## src/rtl/zchk_pkg.sv

```systemverilog
`timescale 1ns/1ps
package zchk_pkg;
  // Strobes from control to datapath
  typedef struct packed {
    logic loadResult;
    logic shiftMask;
    logic clearMerge;
    logic halfMode;
  } zchkStrobes_t;
endpackage

```

## src/rtl/zchk_lane.sv

```systemverilog
`timescale 1ns/1ps
module zchk_lane #(
  parameter int LANE_W = 32
) (
  input  logic [LANE_W-1:0] laneA,
  input  logic [LANE_W-1:0] laneB,
  output logic [LANE_W-1:0] laneMin,
  output logic              lanePass
);
  // Pass when B does not exceed A (unsigned); ties pass
  always_comb begin
    lanePass = (laneB <= laneA);
    laneMin  = lanePass ? laneB : laneA;
  end
endmodule

```

## src/rtl/zchk_ctrl.sv

```systemverilog
`timescale 1ns/1ps
module zchk_ctrl
  import zchk_pkg::*;
(
  input  logic         inValid,
  input  logic         inHalfMode,
  output zchkStrobes_t strobes
);
  always_comb begin
    strobes.loadResult = inValid;
    strobes.shiftMask  = inValid;
    strobes.clearMerge = inValid;
    strobes.halfMode   = inHalfMode;
  end
endmodule

```

## src/rtl/zchk_datapath.sv

```systemverilog
`timescale 1ns/1ps
module zchk_datapath
  import zchk_pkg::*;
#(
  parameter int DATA_W   = 64,
  parameter int MASK_W   = 8,
  parameter int WIDE_W   = 32,
  parameter int NARROW_W = 16
) (
  input  logic              clk,
  input  logic              rstN,
  input  zchkStrobes_t      strobes,
  input  logic [DATA_W-1:0] srcA,
  input  logic [DATA_W-1:0] srcB,
  output logic [DATA_W-1:0] result,
  output logic [MASK_W-1:0] pixMask,
  output logic [DATA_W-1:0] mergeAcc
);
  localparam int WIDE_N   = DATA_W / WIDE_W;
  localparam int NARROW_N = DATA_W / NARROW_W;

  logic [DATA_W-1:0]   wideMin;
  logic [DATA_W-1:0]   narrowMin;
  logic [WIDE_N-1:0]   widePass;
  logic [NARROW_N-1:0] narrowPass;
  logic [DATA_W-1:0]   nextResult;
  logic [MASK_W-1:0]   nextMask;

  for (genvar g = 0; g < WIDE_N; g++) begin : gWide
    zchk_lane #(.LANE_W(WIDE_W)) uLane (
      .laneA   (srcA[g*WIDE_W +: WIDE_W]),
      .laneB   (srcB[g*WIDE_W +: WIDE_W]),
      .laneMin (wideMin[g*WIDE_W +: WIDE_W]),
      .lanePass(widePass[g])
    );
  end

  for (genvar g = 0; g < NARROW_N; g++) begin : gNarrow
    zchk_lane #(.LANE_W(NARROW_W)) uLane (
      .laneA   (srcA[g*NARROW_W +: NARROW_W]),
      .laneB   (srcB[g*NARROW_W +: NARROW_W]),
      .laneMin (narrowMin[g*NARROW_W +: NARROW_W]),
      .lanePass(narrowPass[g])
    );
  end

  // History: shift toward bit 0 by lane count, new pass bits enter at top
  always_comb begin
    if (strobes.halfMode) begin
      nextResult = narrowMin;
      nextMask   = {narrowPass, pixMask[MASK_W-1:NARROW_N]};
    end else begin
      nextResult = wideMin;
      nextMask   = {widePass, pixMask[MASK_W-1:WIDE_N]};
    end
  end

  always_ff @(posedge clk or negedge rstN) begin
    if (!rstN) begin
      result   <= '0;
      pixMask  <= '0;
      mergeAcc <= '0;
    end else begin
      if (strobes.loadResult) result   <= nextResult;
      if (strobes.shiftMask)  pixMask  <= nextMask;
      if (strobes.clearMerge) mergeAcc <= '0;
    end
  end
endmodule

```

## src/rtl/zcheck_unit.sv

```systemverilog
`timescale 1ns/1ps
module zcheck_unit
  import zchk_pkg::*;
#(
  parameter int DATA_W   = 64,
  parameter int MASK_W   = 8,
  parameter int WIDE_W   = 32,
  parameter int NARROW_W = 16
) (
  input  logic              clk,
  input  logic              rstN,
  input  logic              inValid,
  input  logic              inHalfMode,
  input  logic [DATA_W-1:0] srcA,
  input  logic [DATA_W-1:0] srcB,
  output logic [DATA_W-1:0] result,
  output logic [MASK_W-1:0] pixMask,
  output logic [DATA_W-1:0] mergeAcc
);
  zchkStrobes_t strobes;

  zchk_ctrl uCtrl (
    .inValid   (inValid),
    .inHalfMode(inHalfMode),
    .strobes   (strobes)
  );

  zchk_datapath #(
    .DATA_W  (DATA_W),
    .MASK_W  (MASK_W),
    .WIDE_W  (WIDE_W),
    .NARROW_W(NARROW_W)
  ) uDatapath (
    .clk     (clk),
    .rstN    (rstN),
    .strobes (strobes),
    .srcA    (srcA),
    .srcB    (srcB),
    .result  (result),
    .pixMask (pixMask),
    .mergeAcc(mergeAcc)
  );
endmodule

```

## config.mk

```make
export PLATFORM = sky130hd
export DESIGN_NAME = zcheck_unit
export DESIGN_NICKNAME = d
export VERILOG_FILES = /design/src/rtl/zchk_pkg.sv /design/src/rtl/zchk_lane.sv /design/src/rtl/zchk_ctrl.sv /design/src/rtl/zchk_datapath.sv /design/src/rtl/zcheck_unit.sv
export SDC_FILE = /design/constraint.sdc
export NUM_CORES = 1
export LEC_CHECK = 0
export CAP_MARGIN = 10
export CORE_AREA = 2 2 166 168
export CTS_CLUSTER_SIZE = 28
export DETAILED_ROUTE_END_ITERATION = 10
export DIE_AREA = 0 0 168 170
export GPL_TIMING_DRIVEN = 0
export PLACE_DENSITY = 0.67
export SLEW_MARGIN = 20
export SYNTH_ARGS = -nofsm -noshare
export SYNTH_HDL_FRONTEND = slang
export SYNTH_HIERARCHICAL = 1
export SYNTH_SLANG_ARGS = --single-unit
```

## constraint.sdc

```tcl
create_clock -name clk -period 0.8 [get_ports clk]
set_input_delay 0.2 -clock clk [delete_from_list [all_inputs] [get_ports clk]]
set_output_delay 0.2 -clock clk [all_outputs]
set_load 0.005 [all_outputs]
```

After elaboration in Yosys (flattened, before gate mapping):

Cells that the tools add are included.

* mux-type cells: 8
* magnitude comparators: 6

Operators with widths (number)
* $le A16 B16 Y1: 4
* $le A32 B32 Y1: 2
* $mux W16: 4
* $mux W32: 2
* $mux W64: 1
* $mux W8: 1

* bits of input ports: 132
* register bits: 72

Longest topological paths before layout:

Gate-level depths: netlist of run 1.

* word-level depth: 3
* gate-level depth with buffers: 11

Cells and area by module:

Netlist of run 1, hierarchy kept.

Modules (own cells, without submodules)
* zchk_lane at uDatapath.gNarrow[0].uLane ...: area each 1011.0 um2, seq. area each 0.0 um2, cells each 148, instances 4
* zchk_datapath: area each 3824.9 um2, seq. area each 1801.7 um2, cells each 377, instances 1
* zchk_lane at uDatapath.gWide[0].uLane ...: area each 1322.5 um2, seq. area each 0.0 um2, cells each 151, instances 2
* zchk_ctrl: area each 30.0 um2, seq. area each 0.0 um2, cells each 4, instances 1

Least setup slack after synthesis of run 1:

OpenSTA, ideal clock, no wires.

* path kind: input -> register
* from: in srcA[46]
* to: reg uDatapath.result[41]
* data arrival time: 2.179 ns
* setup slack: -1.516 ns
* setup time: 0.137 ns
* stages on the path: 10
* required time: 0.663 ns
* path through: inv_1 ha_1 nand4_2 nor4_4 nand2_2 a22o_4 buf_6 a211o_1 mux2i_1 a21oi_1

* cells in the longest elaborated chain, start to end: 3
* elaborated cells on any way between the ends: 5
* classes of those cells: order compare (2); mux (3)

Ends and longest elaborated chain
* start, declared: RTL line zcheck_unit.sv:14 `input logic [DATA_W-1:0] srcA,`
* $le A16 B16 Y1: RTL line zchk_lane.sv:12 `lanePass = (laneB <= laneA);`
* $mux W16: RTL line zchk_lane.sv:13 `laneMin = lanePass ? laneB : laneA;`
* via uDatapath.narrowMin[41]: RTL line zchk_datapath.sv:23 `logic [DATA_W-1:0] narrowMin;`
* $mux W64: RTL line zchk_datapath.sv:49 `if (strobes.halfMode) begin`
* end signal, assigned: RTL line zchk_datapath.sv:64 `if (strobes.loadResult) result <= nextResult;`
* end, declared: RTL line zchk_datapath.sv:15 `output logic [DATA_W-1:0] result,`

The timed path passes the listed nets, and every way through them passes these cells.
A chain may end at the register's enable or synchronous reset.

Final worst setup path of run 1:

* from: in srcB[57]
* to: reg uDatapath.result[55]

* cells in the longest elaborated chain, start to end: 3
* elaborated cells on any way between the ends: 5
* classes of those cells: order compare (2); mux (3)

Ends and longest elaborated chain
* start, declared: RTL line zcheck_unit.sv:15 `input logic [DATA_W-1:0] srcB,`
* $le A32 B32 Y1: RTL line zchk_lane.sv:12
* via uDatapath.widePass[1]: RTL line zchk_datapath.sv:24 `logic [WIDE_N-1:0] widePass;`
* $mux W32: RTL line zchk_lane.sv:13
* via uDatapath.wideMin[55]: RTL line zchk_datapath.sv:22 `logic [DATA_W-1:0] wideMin;`
* $mux W64: RTL line zchk_datapath.sv:49

The timed path passes the listed nets, and every way through them passes these cells.

==> metrics.cfg, run 1 <==
[die]
core-area_um2 = 26700
rows = 60
dieArea_um2 = 28600
start_util_pct = 39.5
die_w_um = 168
io_pins = 268
die_h_um = 170

[worst_setup_path]
arrival_ns = 2.58
critical_path_class = in -> reg
crit_path_max_fanout = 5
worstSetupEndpointType = flip-flop
cp-start-kind = primary input
worstPathRequired_ns = 1.01

[finish]
drive_above_1_share_pct = 45.2
final_cells = 2027
finalNetCount = 1940
final_common_cell = buf_4
final_cell_mix = 198 x buf_4, 108 x a21oi_1, 102 x buf_2, 86 x ha_4, 79 x nand2_1
fillers = 2306
area_growth_pct = 54.9

[clocking]
htree_levels = 3
clock-sinks = 72
cts_root_buf = clkbuf_16
clk_path_buf_depth = 2
clkLatencyLatePin_ns = 0.34
tritoncts = yes
numCtsBuffers = 9
path_clk_slew_ns = 0.06

[sta]
setup_ws_ns = -1.57
fin_skew_ns = 0.00647
finalCritPeriodShare_pct = 297
slew_violations = 0
holdWs_ns = -0.242
slew-limit-headroom_pct = 59.6
fmax_mhz = 421
rsz0062_at_grt = yes
finalSetupViolCount = 144
period_minus_slack_ns = 2.37
hold_viol = 22
tightest_slew_ns = 0.606

[global_routing]
antenna_found_initial = 0
grt_max_degree = 51
grt-ovfl-total = 0
grtUsageTotal_pct = 24.9
grt_pass1_wl_um = 57300
first_global_vias = 10800

[job]
max-cap-violations = 0

[drt]
dr_total_vias = 11200
viasPerCell = 5.54
detail-route-antenna-nets = 0
wl_um = 37300
post-route-drc-count = 0
drt_pass1_iterations = 6
avgRoutedWirePerCell_um = 18.4
first_iter_violations = 910

[pwr]
p_leak_uw = 0.00815
ir_worst_vdd_v = 0.00117
power_density_nw_per_um2 = 1190

[placement]
port_buffers = 201
placed_cells_incl_taps = 1880
gp_congestion = 0.884
dpl.hpwl_um = 26300

[yosys]
synth_area_per_cell_um2 = 8.27
synth_area_um2 = 10500
yosys_warnings = 6
syn-instance-count = 1274

[run_status]
violations = hold timing, setup timing
status = finished with violations

[min_path]
hold_path.class = in -> async

## stage by stage
stage	total power (uW)	worst slack, ns	setup TNS [ns]	cell area (um2)	utilization (%)
finish	19400	-1.57	-117.51	16300	61.2
global route	20500	-1.60	-123.18	16300	61.2
CTS	18500	-1.42	-110.60	15500	58.1
detailed placement	13100	-2.73	-191.93	14000	52.5
global placement	12900	-3.18	-417.74	14000	52.4
floorplan	9480	-1.42	-94.23	11500	-
## flip-flops by register name, indices dropped and copies added (netlist names)
name / cells
uDatapath/result: 64
uDatapath/pixMask: 8
## metal layers
metal	vias up	wire (um)	part of all wire, %	global-route usage (%)
met3	57	2440	6.5	3.58
met4	0	720	1.9	6.84
met5	-	0	0	0
met2	472	18300	49	43.5
li1	5310	-	-	-
met1	5384	15800	42	32.0
## worst paths after layout
| check | slack [ns] | start | end | cells past startpoint |
|---|---|---|---|---|
| max reg2reg | -0.13 | uDatapath/result[19]$_DFFE_PN0P_ | uDatapath/result[19]$_DFFE_PN0P_ | 4 |
| max in group asynchronous | 0.45 | rstN | uDatapath/result[19]$_DFFE_PN0P_ | 2 |
| min | -0.24 | rstN | uDatapath/result[41]$_DFFE_PN0P_ | 1 |
| min reg2reg | 0.52 | uDatapath/result[38]$_DFFE_PN0P_ | uDatapath/result[38]$_DFFE_PN0P_ | 2 |
| min in group clk | 0.28 | srcA[14] | uDatapath/result[14]$_DFFE_PN0P_ | 4 |
| max | -1.57 | srcB[57] | uDatapath/result[55]$_DFFE_PN0P_ | 12 |
## critical path, stage by stage
cell	delay (ns)
buf_4	0.14
ha_4	0.26
nand4_1	0.10
buf_6	0.15
nor4_4	0.39
a21bo_4	0.28
a2bb2oi_4	0.16
buf_6	0.16
buf_12	0.13
mux2_4	0.30
mux2i_2	0.18
a21oi_1	0.09
## area by class of cell
type | instances | area (um2) | area share (%)
Tap cell | 341 | 427 | 2.61
Buffer | 133 | 1070 | 6.56
Timing Repair Buffer | 336 | 2950 | 18.1
Clock inverter | 7 | 101 | 0.621
Inverter | 138 | 631 | 3.86
Clock buffer | 9 | 225 | 1.38
Antenna cell | 1 | 2.50 | 0.0153
Sequential cell | 72 | 1800 | 11.0
Multi-Input combinational cell | 990 | 9110 | 55.8
## report_power, final
part	switching (uW)	internal [uW]	total [uW]
Combinational	4790	5450	10200
Sequential	368	4210	4570
Clock	1780	2770	4540
## what timing repair did
| action | 4_1_cts | 5_1_grt |
|---|---|---|
| cloned | 2 | 4 |
| endpoints found under the setup margin | 140 | 144 |
| gates resized for setup | 1121 | 159 |
| endpoints found under the hold margin | 22 | 22 |
| pin swaps | 48 | 40 |
| setup buffers | 89 | 40 |
No activity file was read; power rests on OpenSTA's default activity.
==> run 2: changes to the inputs <==
--- a/config.mk
+++ b/config.mk
@@ -12,6 +12,7 @@
 export DIE_AREA = 0 0 168 170
 export GPL_TIMING_DRIVEN = 0
 export PLACE_DENSITY = 0.67
+export SKIP_LAST_GASP = 1
 export SLEW_MARGIN = 20
 export SYNTH_ARGS = -nofsm -noshare
 export SYNTH_HDL_FRONTEND = slang
==> metrics.cfg, run 2 (synthesized netlist as in run 1, its figures left out) <==
[clocking]
clock-sinks = 72  ; unchanged
numCtsBuffers = 9  ; unchanged
htree_levels = 3  ; unchanged
cts_root_buf = clkbuf_16  ; unchanged
path_clk_slew_ns = 0.07  ; was 0.06 ns
tritoncts = yes  ; unchanged
clk_path_buf_depth = 2  ; unchanged
clkLatencyLatePin_ns = 0.35  ; was 0.34 ns

[die]
io_pins = 268  ; unchanged
die_w_um = 168  ; unchanged
dieArea_um2 = 28600  ; unchanged
core-area_um2 = 26700  ; unchanged
rows = 60  ; unchanged
die_h_um = 170  ; unchanged
start_util_pct = 39.5  ; unchanged

[drt]
viasPerCell = 5.50  ; was 5.54
drt_pass1_iterations = 5  ; was 6
detail-route-antenna-nets = 0  ; unchanged
dr_total_vias = 11100  ; was 11200
first_iter_violations = 970  ; was 910
wl_um = 37000  ; was 37300 um
post-route-drc-count = 0  ; unchanged
avgRoutedWirePerCell_um = 18.3  ; was 18.4 um

[pwr]
combinationalPowerShare_pct = 52.6  ; was 52.9%
switching_share_pct = 35.8  ; about the same
power_uw = 19200  ; was 19400 uW
p_sw_uw = 6890  ; was 6930 uW
internal_power_uw = 12300  ; was 12400 uW
seq_power_share_pct = 23.8  ; was 23.6%
ir_worst_vdd_v = 0.00119  ; was 0.00117 V
power_frac_clock_pct = 23.6  ; was 23.5%
power_density_nw_per_um2 = 1190  ; about the same
p_leak_uw = 0.00812  ; was 0.00815 uW

[finish]
fillers = 2332  ; was 2306
final_cells = 2024  ; was 2027
finalNetCount = 1937  ; was 1940
final_common_cell = buf_4  ; unchanged
drive_above_1_share_pct = 44.4  ; was 45.2%
final_area_um2 = 16200  ; was 16300 um2
area_growth_pct = 53.5  ; was 54.9%
largest_register = uDatapath/result  ; unchanged
biggestRegsByFlops = uDatapath/result x64, uDatapath/pixMask x8  ; unchanged
largest_reg_flops = 64  ; unchanged
postLayoutCoreUtil_pct = 60.7  ; was 61.2%
final_cell_mix = 192 x buf_4, 111 x a21oi_1, 107 x buf_2, 84 x ha_4, 81 x nand2_1  ; was 198 x buf_4, 108 x a21oi_1, 102 x buf_2, 86 x ha_4, 79 x nand2_1

[sta]
finalCritPeriodShare_pct = 296  ; was 297%
fmax_mhz = 423  ; was 421 MHz
rsz0062_at_grt = yes  ; unchanged
finalSetupViolCount = 144  ; unchanged
fin_skew_ns = 0.00659  ; was 0.00647 ns
slew-limit-headroom_pct = 60.7  ; was 59.6%
hold_viol = 22  ; unchanged
slew_violations = 0  ; unchanged
holdWs_ns = -0.241  ; was -0.242 ns
tightest_slew_ns = 0.589  ; was 0.606 ns
period_minus_slack_ns = 2.37  ; about the same
setup_ws_ns = -1.57  ; about the same

[placement]
dpl-instance-area_um2 = 14000  ; unchanged
gp_congestion = 0.884  ; unchanged
port_buffers = 201  ; unchanged
dpl.hpwl_um = 26300  ; unchanged
placed_cells_incl_taps = 1880  ; unchanged

[global_routing]
met1_usage_pct = 32.0  ; about the same
grt_max_degree = 51  ; unchanged
grt-ovfl-total = 0  ; unchanged
grtUsageMet2_pct = 43.5  ; about the same
antenna_found_initial = 0  ; unchanged
first_global_vias = 10800  ; about the same
grt_pass1_wl_um = 57300  ; about the same
grt-busiest-layer = met2  ; unchanged
use_met3_pct = 3.60  ; was 3.58%
grtUsageTotal_pct = 24.9  ; about the same

[worst_setup_path]
cp_num_buf_inv = 4  ; unchanged
crit_family = buffers and inverters  ; unchanged
slowest_delay_ns = 0.39  ; about the same
worstSetupEndpointType = flip-flop  ; unchanged
path_cells = buf_4 > ha_4 > nand4_1 > buf_6 > nor4_4 > a21bo_4 > a2bb2oi_4 > buf_6 > buf_12 > mux2_4 > mux2i_2 > a21oi_1  ; unchanged
critical_path_class = in -> reg  ; unchanged
arrival_ns = 2.57  ; was 2.58 ns
cp_common_cell = buf_6  ; unchanged
crit_path_max_fanout = 5  ; unchanged
worstPathRequired_ns = 1.01  ; about the same
cp.depth = 12  ; unchanged
r2r_cells = 4  ; unchanged
cp-start-kind = primary input  ; unchanged
slowest_stage = nor4_4  ; unchanged

[run_status]
status = finished with violations  ; unchanged
violations = hold timing, setup timing  ; unchanged

[min_path]
hold_path.class = in -> async  ; unchanged

[job]
max-cap-violations = 0  ; unchanged

==> run 2: cell count changes in the layout (fill, tap and decap cells not counted), sizes merged <==
cell	before	now
buf	423	421
clkinv	2	0
inv	139	141
clkbuf	47	46
==> run 2: worst reg2reg max path: cells and delay by family (launching register included) <==
| kind | cells | cell delay [ns] |
|---|---|---|
| buffers and inverters | 2 | 0.25 |
| AOI/OAI and AO/OA | 1 | 0.06 |
| DFF | 1 | 0.37 |
| and+or+nand+nor | 1 | 0.10 |
==> run 2: worst paths after layout <==
path	slack [ns]	endpoint	from
min in group clk	0.29	uDatapath/result[56]$_DFFE_PN0P_	srcA[56]
worst min register to register	0.52	uDatapath/result[38]$_DFFE_PN0P_	uDatapath/result[38]$_DFFE_PN0P_
max in group asynchronous	0.46	uDatapath/result[18]$_DFFE_PN0P_	rstN
worst max register to register	-0.10	uDatapath/result[19]$_DFFE_PN0P_	uDatapath/result[19]$_DFFE_PN0P_
worst min-delay path	-0.24	uDatapath/result[3]$_DFFE_PN0P_	rstN
worst max-delay path	-1.57	uDatapath/result[55]$_DFFE_PN0P_	srcB[58]
==> run 2: stage by stage <==
stage,TNS (ns),setup slack (ns)
after global routing,-123.38,-1.60
after floorplan,-94.23,-1.42
after CTS,-110.70,-1.42
after global placement,-417.74,-3.18
after detailed placement,-191.93,-2.73
final,-117.86,-1.57
==> run 2: per-layer routing <==
layer | up-vias | share of wire (%) | wire length (um)
li1 | 5316 | - | -
met1 | 5347 | 43 | 15700
met2 | 430 | 49 | 18200
met3 | 39 | 6.6 | 2440
met4 | 0 | 1.7 | 618
met5 | - | 0 | 0
==> run 2: power by group through the flow <==
stage,clock [uW],combinational (uW),sequential (uW)
floorplan,0,4850,4620
global placement,0,8240,4650
detailed placement,0,8430,4650
CTS,4670,9250,4560
global route,4840,10900,4630
finish,4540,10100,4570
==> run 2: area by class of cell <==
type,count,area (um2),area share (%)
Clock buffer,9,225,1.39
Tap cell,341,427,2.64
Antenna cell,1,2.50,0.0155
Multi-Input combinational cell,990,9050,55.9
Timing Repair Buffer,333,2870,17.8
Sequential cell,72,1800,11.1
Inverter,138,628,3.88
Buffer,133,1070,6.60
Clock inverter,7,101,0.626
==> run 2: timing repair <==
action / in CTS / in global routing
hold endpoints to repair: 22 / 22
pin swaps: 48 / 35
setup buffers: 89 / 37
cloned: 2 / 4
endpoints found under the setup margin: 140 / 144
gates resized for setup: 1107 / 143
